## src/rtl/twi_eeprom_pkg.sv

```systemverilog
package twi_eeprom_pkg;

  typedef enum logic [2:0] {
    PH_IDLE,
    PH_RX,
    PH_RX_ACK,
    PH_TX,
    PH_TX_ACK
  } phase_t;

  typedef enum logic [1:0] {
    BK_SEL,
    BK_AHI,
    BK_ALO,
    BK_DATA
  } kind_t;

  localparam logic [3:0] TYPE_CODE = 4'b1010;

endpackage

```

## src/rtl/twi_line_events.sv

```systemverilog
module twi_line_events (
  input  logic clk,
  input  logic rst,
  input  logic scl_i,
  input  logic sda_i,
  output logic scl_rise_o,
  output logic scl_fall_o,
  output logic start_o,
  output logic stop_o
);

  logic scl_q;
  logic sda_q;

  always_ff @(posedge clk) begin
    if (rst) begin
      scl_q <= 1'b1;
      sda_q <= 1'b1;
    end else begin
      scl_q <= scl_i;
      sda_q <= sda_i;
    end
  end

  assign scl_rise_o = scl_i & ~scl_q;
  assign scl_fall_o = ~scl_i & scl_q;
  assign start_o    = scl_i & scl_q & sda_q & ~sda_i;
  assign stop_o     = scl_i & scl_q & ~sda_q & sda_i;

endmodule

```

## src/rtl/twi_addr_ctr.sv

```systemverilog
module twi_addr_ctr #(
  parameter int ADDR_W = 13,
  parameter int PAGE_W = 5
) (
  input  logic              clk,
  input  logic              rst,
  input  logic              load_i,
  input  logic [ADDR_W-1:0] load_val_i,
  input  logic              inc_page_i,
  input  logic              inc_all_i,
  output logic [ADDR_W-1:0] addr_o
);

  logic [ADDR_W-1:0] page_next;

  generate
    if (PAGE_W >= ADDR_W) begin : g_flat
      assign page_next = addr_o + 1'b1;
    end else begin : g_split
      logic [PAGE_W-1:0] low_next;
      assign low_next  = addr_o[PAGE_W-1:0] + 1'b1;
      assign page_next = {addr_o[ADDR_W-1:PAGE_W], low_next};
    end
  endgenerate

  always_ff @(posedge clk) begin
    if (rst) begin
      addr_o <= '0;
    end else if (load_i) begin
      addr_o <= load_val_i;
    end else if (inc_page_i) begin
      addr_o <= page_next;
    end else if (inc_all_i) begin
      addr_o <= addr_o + 1'b1;
    end
  end

endmodule

```

## src/rtl/twi_eeprom_engine.sv

```systemverilog
module twi_eeprom_engine
  import twi_eeprom_pkg::*;
#(
  parameter int ADDR_W = 13,
  parameter int PAGE_W = 5
) (
  input  logic              clk,
  input  logic              rst,
  input  logic              scl_i,
  input  logic              sda_i,
  input  logic [2:0]        chip_en_i,
  input  logic              wr_ctrl_i,
  input  logic              busy_i,
  output logic              sda_pull_o,
  output logic [ADDR_W-1:0] mem_rd_addr_o,
  input  logic [7:0]        mem_rd_data_i,
  output logic              mem_wr_o,
  output logic [ADDR_W-1:0] mem_wr_addr_o,
  output logic [7:0]        mem_wr_data_o,
  output logic              prog_start_o
);

  localparam int HI_W = ADDR_W - 8;

  logic ev_rise;
  logic ev_fall;
  logic ev_start;
  logic ev_stop;

  phase_t            phase_q;
  kind_t             kind_q;
  kind_t             next_kind_q;
  logic [3:0]        bitcnt_q;
  logic [7:0]        shreg_q;
  logic              go_tx_q;
  logic              wp_q;
  logic              pend_q;
  logic              mack_q;
  logic [HI_W-1:0]   hi_q;
  logic              ctr_load_q;
  logic              ctr_inc_page_q;
  logic              ctr_inc_all_q;
  logic [ADDR_W-1:0] ctr_val_q;
  logic [ADDR_W-1:0] addr_w;
  logic              sel_match;
  logic              wp_now;

  twi_line_events u_events (
    .clk        (clk),
    .rst        (rst),
    .scl_i      (scl_i),
    .sda_i      (sda_i),
    .scl_rise_o (ev_rise),
    .scl_fall_o (ev_fall),
    .start_o    (ev_start),
    .stop_o     (ev_stop)
  );

  twi_addr_ctr #(
    .ADDR_W (ADDR_W),
    .PAGE_W (PAGE_W)
  ) u_ctr (
    .clk        (clk),
    .rst        (rst),
    .load_i     (ctr_load_q),
    .load_val_i (ctr_val_q),
    .inc_page_i (ctr_inc_page_q),
    .inc_all_i  (ctr_inc_all_q),
    .addr_o     (addr_w)
  );

  assign mem_rd_addr_o = addr_w;
  assign sel_match = (shreg_q[7:4] == TYPE_CODE) && (shreg_q[3:1] == chip_en_i);
  // protection window closes once the lower address byte has been taken
  assign wp_now = wp_q | ((kind_q != BK_DATA) & wr_ctrl_i);

  always_ff @(posedge clk) begin
    if (rst) begin
      phase_q        <= PH_IDLE;
      kind_q         <= BK_SEL;
      next_kind_q    <= BK_SEL;
      bitcnt_q       <= '0;
      shreg_q        <= '0;
      go_tx_q        <= 1'b0;
      wp_q           <= 1'b0;
      pend_q         <= 1'b0;
      mack_q         <= 1'b0;
      hi_q           <= '0;
      ctr_load_q     <= 1'b0;
      ctr_inc_page_q <= 1'b0;
      ctr_inc_all_q  <= 1'b0;
      ctr_val_q      <= '0;
      sda_pull_o     <= 1'b0;
      mem_wr_o       <= 1'b0;
      mem_wr_addr_o  <= '0;
      mem_wr_data_o  <= '0;
      prog_start_o   <= 1'b0;
    end else begin
      mem_wr_o       <= 1'b0;
      prog_start_o   <= 1'b0;
      ctr_load_q     <= 1'b0;
      ctr_inc_page_q <= 1'b0;
      ctr_inc_all_q  <= 1'b0;

      if (busy_i) begin
        phase_q    <= PH_IDLE;
        sda_pull_o <= 1'b0;
      end else if (ev_start) begin
        phase_q    <= PH_RX;
        kind_q     <= BK_SEL;
        bitcnt_q   <= '0;
        sda_pull_o <= 1'b0;
        wp_q       <= wr_ctrl_i;
        pend_q     <= 1'b0;
      end else if (ev_stop) begin
        // commit only in the slot right after a data acknowledge
        if (phase_q == PH_RX && kind_q == BK_DATA && bitcnt_q == 4'd1 && pend_q) begin
          prog_start_o <= 1'b1;
        end
        phase_q    <= PH_IDLE;
        pend_q     <= 1'b0;
        sda_pull_o <= 1'b0;
      end else begin
        case (phase_q)
          PH_RX: begin
            wp_q <= wp_now;
            if (ev_rise) begin
              shreg_q  <= {shreg_q[6:0], sda_i};
              bitcnt_q <= bitcnt_q + 4'd1;
            end else if (ev_fall && bitcnt_q == 4'd8) begin
              bitcnt_q <= '0;
              phase_q  <= PH_RX_ACK;
              go_tx_q  <= 1'b0;
              case (kind_q)
                BK_SEL: begin
                  if (sel_match) begin
                    sda_pull_o  <= 1'b1;
                    go_tx_q     <= shreg_q[0];
                    next_kind_q <= BK_AHI;
                  end else begin
                    phase_q <= PH_IDLE;
                  end
                end
                BK_AHI: begin
                  hi_q        <= shreg_q[HI_W-1:0];
                  sda_pull_o  <= 1'b1;
                  next_kind_q <= BK_ALO;
                end
                BK_ALO: begin
                  ctr_val_q   <= {hi_q, shreg_q};
                  ctr_load_q  <= 1'b1;
                  sda_pull_o  <= 1'b1;
                  next_kind_q <= BK_DATA;
                end
                default: begin
                  next_kind_q <= BK_DATA;
                  if (!wp_now) begin
                    sda_pull_o     <= 1'b1;
                    mem_wr_o       <= 1'b1;
                    mem_wr_addr_o  <= addr_w;
                    mem_wr_data_o  <= shreg_q;
                    ctr_inc_page_q <= 1'b1;
                    pend_q         <= 1'b1;
                  end
                end
              endcase
            end
          end

          PH_RX_ACK: begin
            if (ev_fall) begin
              if (go_tx_q) begin
                shreg_q       <= mem_rd_data_i;
                sda_pull_o    <= ~mem_rd_data_i[7];
                ctr_inc_all_q <= 1'b1;
                bitcnt_q      <= '0;
                phase_q       <= PH_TX;
              end else begin
                sda_pull_o <= 1'b0;
                kind_q     <= next_kind_q;
                phase_q    <= PH_RX;
              end
            end
          end

          PH_TX: begin
            if (ev_fall) begin
              if (bitcnt_q == 4'd7) begin
                sda_pull_o <= 1'b0;
                phase_q    <= PH_TX_ACK;
              end else begin
                shreg_q    <= {shreg_q[6:0], 1'b0};
                sda_pull_o <= ~shreg_q[6];
                bitcnt_q   <= bitcnt_q + 4'd1;
              end
            end
          end

          PH_TX_ACK: begin
            if (ev_rise) begin
              mack_q <= ~sda_i;
            end else if (ev_fall) begin
              if (mack_q) begin
                shreg_q       <= mem_rd_data_i;
                sda_pull_o    <= ~mem_rd_data_i[7];
                ctr_inc_all_q <= 1'b1;
                bitcnt_q      <= '0;
                phase_q       <= PH_TX;
              end else begin
                sda_pull_o <= 1'b0;
                phase_q    <= PH_IDLE;
              end
            end
          end

          default: begin
            sda_pull_o <= 1'b0;
          end
        endcase
      end
    end
  end

endmodule

```

## config.mk

```make
export PLATFORM = sky130hd
export DESIGN_NAME = twi_eeprom_engine
export DESIGN_NICKNAME = d
export VERILOG_FILES = /design/src/rtl/twi_eeprom_pkg.sv /design/src/rtl/twi_line_events.sv /design/src/rtl/twi_addr_ctr.sv /design/src/rtl/twi_eeprom_engine.sv
export SDC_FILE = /design/constraint.sdc
export NUM_CORES = 1
export LEC_CHECK = 0
export BUFFER_PORTS_ARGS = -buffer_cell sky130_fd_sc_hd__buf_2
export CAP_MARGIN = 10
export CORE_MARGIN = 10
export CORE_UTILIZATION = 47
export DETAILED_ROUTE_END_ITERATION = 6
export GPL_ROUTABILITY_DRIVEN = 0
export PLACE_DENSITY = 0.65
export RECOVER_POWER = 25
export SLEW_MARGIN = 20
export SYNTH_ARGS = -nofsm -noshare
export SYNTH_HDL_FRONTEND = slang
export SYNTH_HIERARCHICAL = 1
export SYNTH_SLANG_ARGS = --single-unit
```

## constraint.sdc

```tcl
create_clock -name clk -period 2.3 [get_ports clk]
set_clock_uncertainty 0.1 [all_clocks]
set_input_delay 0 -clock clk [delete_from_list [all_inputs] [get_ports clk]]
set_output_delay 0 -clock clk [all_outputs]
set_load 0.01 [all_outputs]
```

### Yosys cells after proc, flatten, opt, wreduce, memory -nomap -nowiden

Index checks and enable logic that the tools add are counted.

| operators by class | value |
|---|---|
| eq/ne operators | 48 |
| bitwise logic cells | 23 |
| multiplexer cells | 78 |
| reduce and logical (&&, ||, !) cells | 38 |
| add/subtract/negate cells | 3 |

Operators by type and width:

| kind | count |
|---|---|
| $mux 8 | 8 |
| $mux 4 | 11 |
| $mux 13 | 3 |
| $mux 1 | 32 |
| $pmux 8 s4 | 1 |
| $reduce_and 8->1 | 4 |
| $ne 2x2->1 const B | 15 |
| $ne 3x3->1 const B | 9 |
| $ne 4x4->1 const B | 6 |
| $mux 3 | 7 |
| $reduce_and 7->1 | 3 |
| $mux 2 | 10 |
| $pmux 4 s4 | 1 |
| $not 1->1 | 14 |
| $add 13x1->13 const B | 1 |
| $ne 4x3->1 const B | 3 |
| $pmux 3 s4 | 1 |
| $reduce_and 12->1 | 1 |
| $reduce_and 6->1 | 2 |
| $reduce_and 11->1 | 1 |
| $reduce_and 5->1 | 2 |
| $reduce_or 10->1 | 1 |
| $reduce_bool 3->1 | 3 |
| $and 1x1->1 | 8 |
| 29 further kinds | 43 |

| storage, ports and cells | value |
|---|---|
| bits in registers | 82 |
| output and inout port bits | 37 |
| input bits | 17 |
| word-level logic and storage cells | 213 |

### Depth between registers and ports, before layout

Gate-level depths: netlist of run 1.

| depth | value |
|---|---|
| depth in word-level cells | 10 |
| mapped depth | 8 |
| gate-level depth less buffers | 7 |

### Modules after synthesis

The synthesis of run 1 kept the hierarchy.

By module, submodules not included:

| module | cells each | area an instance (um^2) | seq. area each (um^2) | times used |
|---|---|---|---|---|
| twi_eeprom_engine | 383 | 3153.0 | 1341.3 | 1 |
| twi_addr_ctr | 86 | 728.2 | 260.2 | 1 |
| twi_line_events | 8 | 85.1 | 40.0 | 1 |

### Worst setup path after synthesis of run 1

No wires, ideal clock.

| timing | value |
|---|---|
| kind | register to register |
| start point | register u_events.scl_q |
| end point | register shreg_q[2] |
| arrival time | 1829 ps |
| data required time | 2109 ps |
| library setup time | 91 ps |
| cell stages (with the launch flop) | 8 |
| clock period less this slack | 2020 ps |
| path buffers | 2 |
| slack | 280 ps |
| path through | dfxtp_1 and4b_1 clkbuf_1 or3_1 nor2_1 buf_2 a21oi_1 a311oi_1 |

| on the way | value |
|---|---|
| longest elaborated chain between the ends | 5 |
| elaborated cells on any way between the ends | 16 |
| those cells by class | eq/ne (5); bitwise (10); reduce/logical (1) |

Ends and longest elaborated chain:

| item | RTL line | RTL |
|---|---|---|
| from (decl) | twi_line_events.sv:12 | `logic scl_q;` |
| from (signal assigned) | twi_line_events.sv:20 | `scl_q <= scl_i;` |
| $and 1x1->1 (3 in series) | twi_line_events.sv:28 | `assign stop_o = scl_i & scl_q & ~sda_q & sda_i;` |
| via ev_stop | twi_eeprom_engine.sv:28 | `logic ev_stop;` |
| $not 1->1 (no line) | - |  |
| $reduce_and 12->1 (no line) | - |  |
| to (signal assigned) | twi_eeprom_engine.sv:128 | `shreg_q <= {shreg_q[6:0], sda_i};` |
| to (signal assigned) | twi_eeprom_engine.sv:173 | `shreg_q <= mem_rd_data_i;` |
| to (signal assigned) | twi_eeprom_engine.sv:192 | `shreg_q <= {shreg_q[6:0], 1'b0};` |
| to (decl) | twi_eeprom_engine.sv:34 | `logic [7:0] shreg_q;` |

The timed path passes the listed nets, and every way through them passes these cells.
A chain may end at the register's enable or synchronous reset.

### Worst setup path in the final report of run 1

| timing | value |
|---|---|
| start point | register u_events.scl_q |
| end point | register phase_q[0] |

| on the way | value |
|---|---|
| elaborated cells on any way between the ends | 20 |
| those cells by class | eq/ne (7); mux (2); bitwise (8); reduce/logical (3) |

RTL lines:

| item | RTL line | RTL |
|---|---|---|
| $and 1x1->1 (*) | twi_line_events.sv:26 | `assign scl_fall_o = ~scl_i & scl_q;` |
| via ev_fall | twi_eeprom_engine.sv:26 | `logic ev_fall;` |
| $logic_and 1x1->1 | twi_eeprom_engine.sv:130 | `end else if (ev_fall && bitcnt_q == 4'd8) begin` |
| $ne 4x3->1 (no line) | - |  |
| $reduce_and 8->1 (no line) (*) | - |  |
| to (signal assigned) | twi_eeprom_engine.sv:120 | `phase_q <= PH_IDLE;` |
| to (signal assigned) | twi_eeprom_engine.sv:132 | `phase_q <= PH_RX_ACK;` |
| to (signal assigned) | twi_eeprom_engine.sv:141 | `phase_q <= PH_IDLE;` |
| to (decl) | twi_eeprom_engine.sv:30 | `phase_t phase_q;` |

The timed path passes the listed nets; every way through them passes the cells marked *.

==> results.ini, run 1 <==
[run_status]
status=complete, but fails checks
violations=capacitance limit, slew limit

[power]
combPwrFrac=0.059
powerDensity_mw_per_mm2=567
leakagePower_nw=1.72
p_clk_frac=0.410
intPower_w=0.00201
switching_share=0.255
power_switching_w=0.000689
max-vdd-ir-drop_v=0.000290
p_seq_frac=0.531

[global_routing]
antenna_found_initial=0
grt_pass1_wl_um=17800
grt_pass1_vias=3453
grt-ovfl-total=0
grt_max_degree=48
groute.usage.overall=0.168

[timing]
finalCriticalPeriod_ps=2160
rsz0062_at_grt=no
setup_violations=0
fin_ws_ps=144
worst_pin_slew_ps=2010
slew_headroom=-0.339
final_hold_viol_count=0
max_freq_ghz=0.464
fin_crit_sh=0.937
finalSetupTns_ps=0
maxSlewViolCount=48

[synthesis]
ys_ff_latch=82
synthArstFlopShare=0
muxShareOfSynthArea=0.0306
syn_area_mm2=0.00397
ys_types=60
yosys_warnings=6
synth_top_family_by_area=simple AND/OR/NAND/NOR gates
synth_xor_area_frac=0.0287
synth_adder_area_share=0.0315
synth.avg_cell_area_um2=8.32
synth-compound-area-share=0.197
synth_edf_count=0
synth_nets=504
syn_inst=477
ys_seq_area_frac=0.414
synthSimpleGateAreaFrac=0.257
ys.flop_type=dfxtp_1

[finish]
layout-drive-gt1-share=0.165
final_common_cell=nand2_1
finalNonFillerCells=663
final_cell_mix=93 x nand2_1, 81 x dfxtp_1, 63 x a21oi_1
fin_nets=580
antenna_cells=0
area_growth_pct=20.0

[worst_hold_path]
worstHoldPathType=in -> reg

[clock_tree]
cts.root.buffer_cell=clkbuf_8
path_clk_slew_ps=90
cts_num_sinks=82
numCtsBuffers=9
insertion_delay_ps=360
cts_max_level=3
cts_max_path_buffers=2
cts_tree=done
post_cts_buffers=0

[placed_design]
portBuffers=53
post-place-ws_ps=117
post-place-cells=636
hpwl_um=7780

[route]
vias=3686
routed_via_density=5.56
drt_wl_total_um=10700
wire_per_inst_um=16.2
first_pass_iters=5
drtIter0Drc=289
ant_nets=0
drc=0

[floorplanning]
rows=33
die_height_um=112
fp.coreArea_mm2=0.00822
die_area_mm2=0.0125
die_w_um=112
io_pins=54
initial_core_util=0.483

[setup_path]
cp.required_ps=2450
path_class=reg -> reg
worstSetupStartpointType=flop
endpoint_kind=flop
critical_path_peak_fanout=5
arrival_ps=2300

[flow_run]
max_cap_violations=1

==> registers in the layout (all words and copies together), names as in the netlist, 2 cells and up <==
signal and flops:
ctr_val_q 13, mem_wr_addr_o 13, u_ctr/addr_o 13, mem_wr_data_o 8, shreg_q 8, hi_q 5
bitcnt_q 4, phase_q 3, kind_q 2, next_kind_q 2
==> worst max-delay path, stage by stage, from the launching register on <==
cell and delay [ps]:
dfxtp_1 380, nor2b_1 250, nand4b_1 160, buf_4 180
or3_1 340, a31o_1 280, mux2i_1 140, o41ai_1 230
==> path summary, 6_finish.rpt <==
check,start,end,slack [ps],cells after the start
worst max-delay path,u_events/scl_q,phase_q[0],140,7
worst min-delay path,mem_rd_data_i[0],shreg_q[0],10,5
worst min register to register,hi_q[4],ctr_val_q[12],350,2
worst max register to register,u_events/scl_q,phase_q[0],140,7
==> cells in the mapped netlist, types with 6 or more instances <==
cell,instances,share of area
clkbuf_1,17,0.016
inv_1,11,0.010
a21oi_1,63,0.079
nand3_1,10,0.013
ha_1,10,0.032
xnor2_1,10,0.022
nor2_1,30,0.028
dfxtp_1,82,0.41
nor3_1,10,0.013
nand2_1,93,0.088
nand2b_1,7,0.011
a311oi_1,12,0.026
buf_2,8,0.010
nand3b_1,6,0.011
mux2i_1,11,0.028
a211oi_1,7,0.013
o21ai_0,9,0.011
==> logic make-up (layout without fill, tap and decap cells) <==
logic type               after synthesis  count (layout)
multiplexers                          12              12
buffers and inverters                 39             120
flip-flops                            82              82
AND/OR/NAND/NOR                      201             201
adder cells (fa/ha/maj)               10              10
AO/OA/AOI/OAI                        120             120
XOR/XNOR                              13              13
==> routing by layer <==
metal  wire length (um)  vias up  global-route usage
li1                   -     1837                   -
met1               5230     1718               0.243
met2               4600      120               0.244
met3                771       11              0.0327
met4                120        0              0.0540
met5                  0        -                   0
==> power by group through the flow <==
| stage | logic [W] | registers [W] | clock network [W] |
|---|---|---|---|
| final | 0.000160 | 0.00143 | 0.00111 |
| after global routing | 0.000173 | 0.00144 | 0.00117 |
| after CTS | 0.000158 | 0.00143 | 0.00112 |
| after detailed placement | 0.000143 | 0.00147 | 0 |
| after global placement | 0.000142 | 0.00147 | 0 |
| after floorplan | 0.0000849 | 0.00147 | 0 |
==> cell type report <==
| class | count | area, um2 |
|---|---|---|
| clock inverter | 7 | 83.8 |
| multi-input combinational | 356 | 2170 |
| sequential | 82 | 1640 |
| clock buffer | 9 | 124 |
| tap | 105 | 131 |
| timing repair buffer | 93 | 571 |
| inverter | 11 | 41.3 |
| fill | 770 | 3460 |
==> per-stage QoR <==
step	cell area (um2)	util	hold slack [ps]	total power (W)
after floorplan	3970	-	-27.9	0.00155
after global placement	4470	0.544	141	0.00161
after detailed placement	4470	0.544	155	0.00161
after CTS	4790	0.583	10.2	0.00271
after global routing	4760	0.579	64.2	0.00278
final	4760	0.579	14.4	0.00270
==> repair_timing <==
item | 4_1_cts | 5_1_grt
gates resized for setup | 0 | 2
setup endpoints to repair | 0 | 4
hold buffers | 11 | 0
endpoints found under the hold margin | 15 | 0
No activity file was read; power rests on OpenSTA's default activity.
==> run 2: changes to the inputs <==
- PLACE_DENSITY: 0.65 -> default
- PLACE_DENSITY_LB_ADDON: default -> 0.05
==> results.ini, run 2 (same netlist as run 1, synthesis figures left out) <==
[worst_hold_path]
worstHoldPathType=in -> reg

[setup_path]
path_class=reg -> reg
r2r-end=phase_q[0]
cpPeakStageDelay_ps=550  ; +170 ps
path_cells=or3b_4, or3_1, a31o_1, mux2i_1, o41ai_1
endpoint_kind=flop
r2r_setup_slack_ps=100  ; -50 ps
slowest_stage=dfxtp_1
worstSetupStartpoint=phase_q[0]
critical_path_peak_fanout=12  ; +7
worstSetupStartpointType=flop
crit_buf_inv=0  ; -1
cp.required_ps=2450  ; about the same
critical_path_depth=5  ; -2
arrival_ps=2350  ; +50 ps
r2r_start=phase_q[0]
reg2reg_depth=5  ; -2
endpoint=phase_q[0]
critPathTopFamily=simple AND/OR/NAND/NOR gates

[timing]
finalCriticalPeriod_ps=2200  ; +45.2 ps
fin_crit_sh=0.957  ; +0.0197
maxSlewViolCount=0  ; -100%
finalSetupTns_ps=0  ; unchanged
worst_pin_slew_ps=853  ; -1160 ps
fin_ws_ps=98.9  ; -45.2 ps
max_freq_ghz=0.454  ; -2.1%
setup_violations=0  ; unchanged
final_hold_viol_count=0  ; unchanged
rsz0062_at_grt=no
slew_headroom=0.431  ; +0.770

[route]
first_pass_iters=5  ; unchanged
drtIter0Drc=252  ; -13%
routed_via_density=5.53  ; -0.61%
drc=0  ; unchanged
ant_nets=0  ; unchanged
wire_per_inst_um=16.4  ; +1.4%
drt_wl_total_um=10900  ; +1.8%
vias=3680  ; -0.16%

[clock_tree]
path_clk_slew_ps=90  ; about the same
cts_max_path_buffers=2  ; unchanged
cts_max_level=3  ; unchanged
numCtsBuffers=9  ; unchanged
cts.root.buffer_cell=clkbuf_8
cts_tree=done
insertion_delay_ps=350  ; about the same
cts_num_sinks=82  ; unchanged

[run_status]
status=finished clean

[finish]
fin_nets=583  ; +0.52%
final_cell_mix=93 x nand2_1, 81 x dfxtp_1, 63 x a21oi_1
area_growth_pct=20.0  ; about the same
finalNonFillerCells=666  ; +0.45%
layout-drive-gt1-share=0.168  ; +0.00268
antenna_cells=0  ; unchanged
final_common_cell=nand2_1
reg_top3=ctr_val_q: 13 flops, mem_wr_addr_o: 13 flops, u_ctr/addr_o: 13 flops

[floorplanning]
die_area_mm2=0.0125  ; unchanged
die_height_um=112  ; unchanged
initial_core_util=0.483  ; unchanged
rows=33  ; unchanged
die_w_um=112  ; unchanged
io_pins=54  ; unchanged
fp.coreArea_mm2=0.00822  ; unchanged

[global_routing]
groute.usage.overall=0.170  ; +0.00203
grt_max_degree=46  ; -4.2%
grt-ovfl-total=0  ; unchanged
antenna_found_initial=0  ; unchanged
grt_pass1_vias=3447  ; -0.17%
grt_pass1_wl_um=17800  ; +0.16%

[placed_design]
post-place-ws_ps=66.5  ; -50.3 ps
hpwl_um=7880  ; +1.2%
portBuffers=53  ; unchanged
post-place-cells=638  ; +0.31%

[power]
max-vdd-ir-drop_v=0.000296  ; +2.0%
leakagePower_nw=1.72  ; -0.41%
powerDensity_mw_per_mm2=539  ; -5.0%

[flow_run]
max_cap_violations=0  ; -1

==> run 2: area by class of cell <==
class                      count  area, um2
clock buffer                  10        128
clock inverter                 6       50.0
fill                         762       3460
inverter                      11       41.3
multi-input combinational    356       2180
sequential                    82       1640
tap                          105        131
timing repair buffer          96        581
==> run 2: worst min path at each step <==
stage                 endpoint  cells past startpoint          from  slack [ps]
2_1_floorplan  u_ctr/addr_o[1]                      1           rst         -30
3_3_place_gp    u_events/scl_q                      2         scl_i         150
3_5_place_dp    u_events/scl_q                      2         scl_i         150
4_1_cts                go_tx_q                      5  chip_en_i[1]          90
5_1_grt                go_tx_q                      5  chip_en_i[1]         150
6_report               go_tx_q                      5  chip_en_i[1]         100
==> run 2: timing repair <==
action / CTS / global route
setup buffers: 0 / 1
hold endpoints to repair: 14 / 0
resized for setup: 0 / 4
hold buffers: 11 / 0
endpoints found under the setup margin: 0 / 32
==> run 2: report_power, final <==
group | internal [W] | total (W) | switching [W]
logic | 0.0000671 | 0.000164 | 0.0000970
clock network | 0.000404 | 0.000967 | 0.000563
registers | 0.00143 | 0.00143 | 0.00000728
total | 0.00190 | 0.00256 | 0.000668
==> run 2: layer usage <==
metal  vias to the layer above  global-route usage  routed length [um]
met2                        99               0.248                4600
li1                       1836                   -                   -
met4                         0              0.0377                  75
met1                      1739               0.244                5570
met3                         6              0.0440                 667
met5                         -                   0                   0
==> run 2: worst reg2reg max path, cell delays in order, from the launching register on <==
cell and delay, ps:
dfxtp_1 550, or3b_4 450, or3_1 320, a31o_1 290, mux2i_1 140, o41ai_1 240
==> run 2: stage by stage <==
step	utilization	cell area (um2)	total power [W]	hold slack (ps)
after detailed placement	0.544	4470	0.00161	146
final	0.579	4760	0.00256	105
after global placement	0.544	4470	0.00161	148
after floorplan	-	3970	0.00155	-27.9
after global routing	0.579	4760	0.00266	146
after CTS	0.579	4760	0.00260	88.7
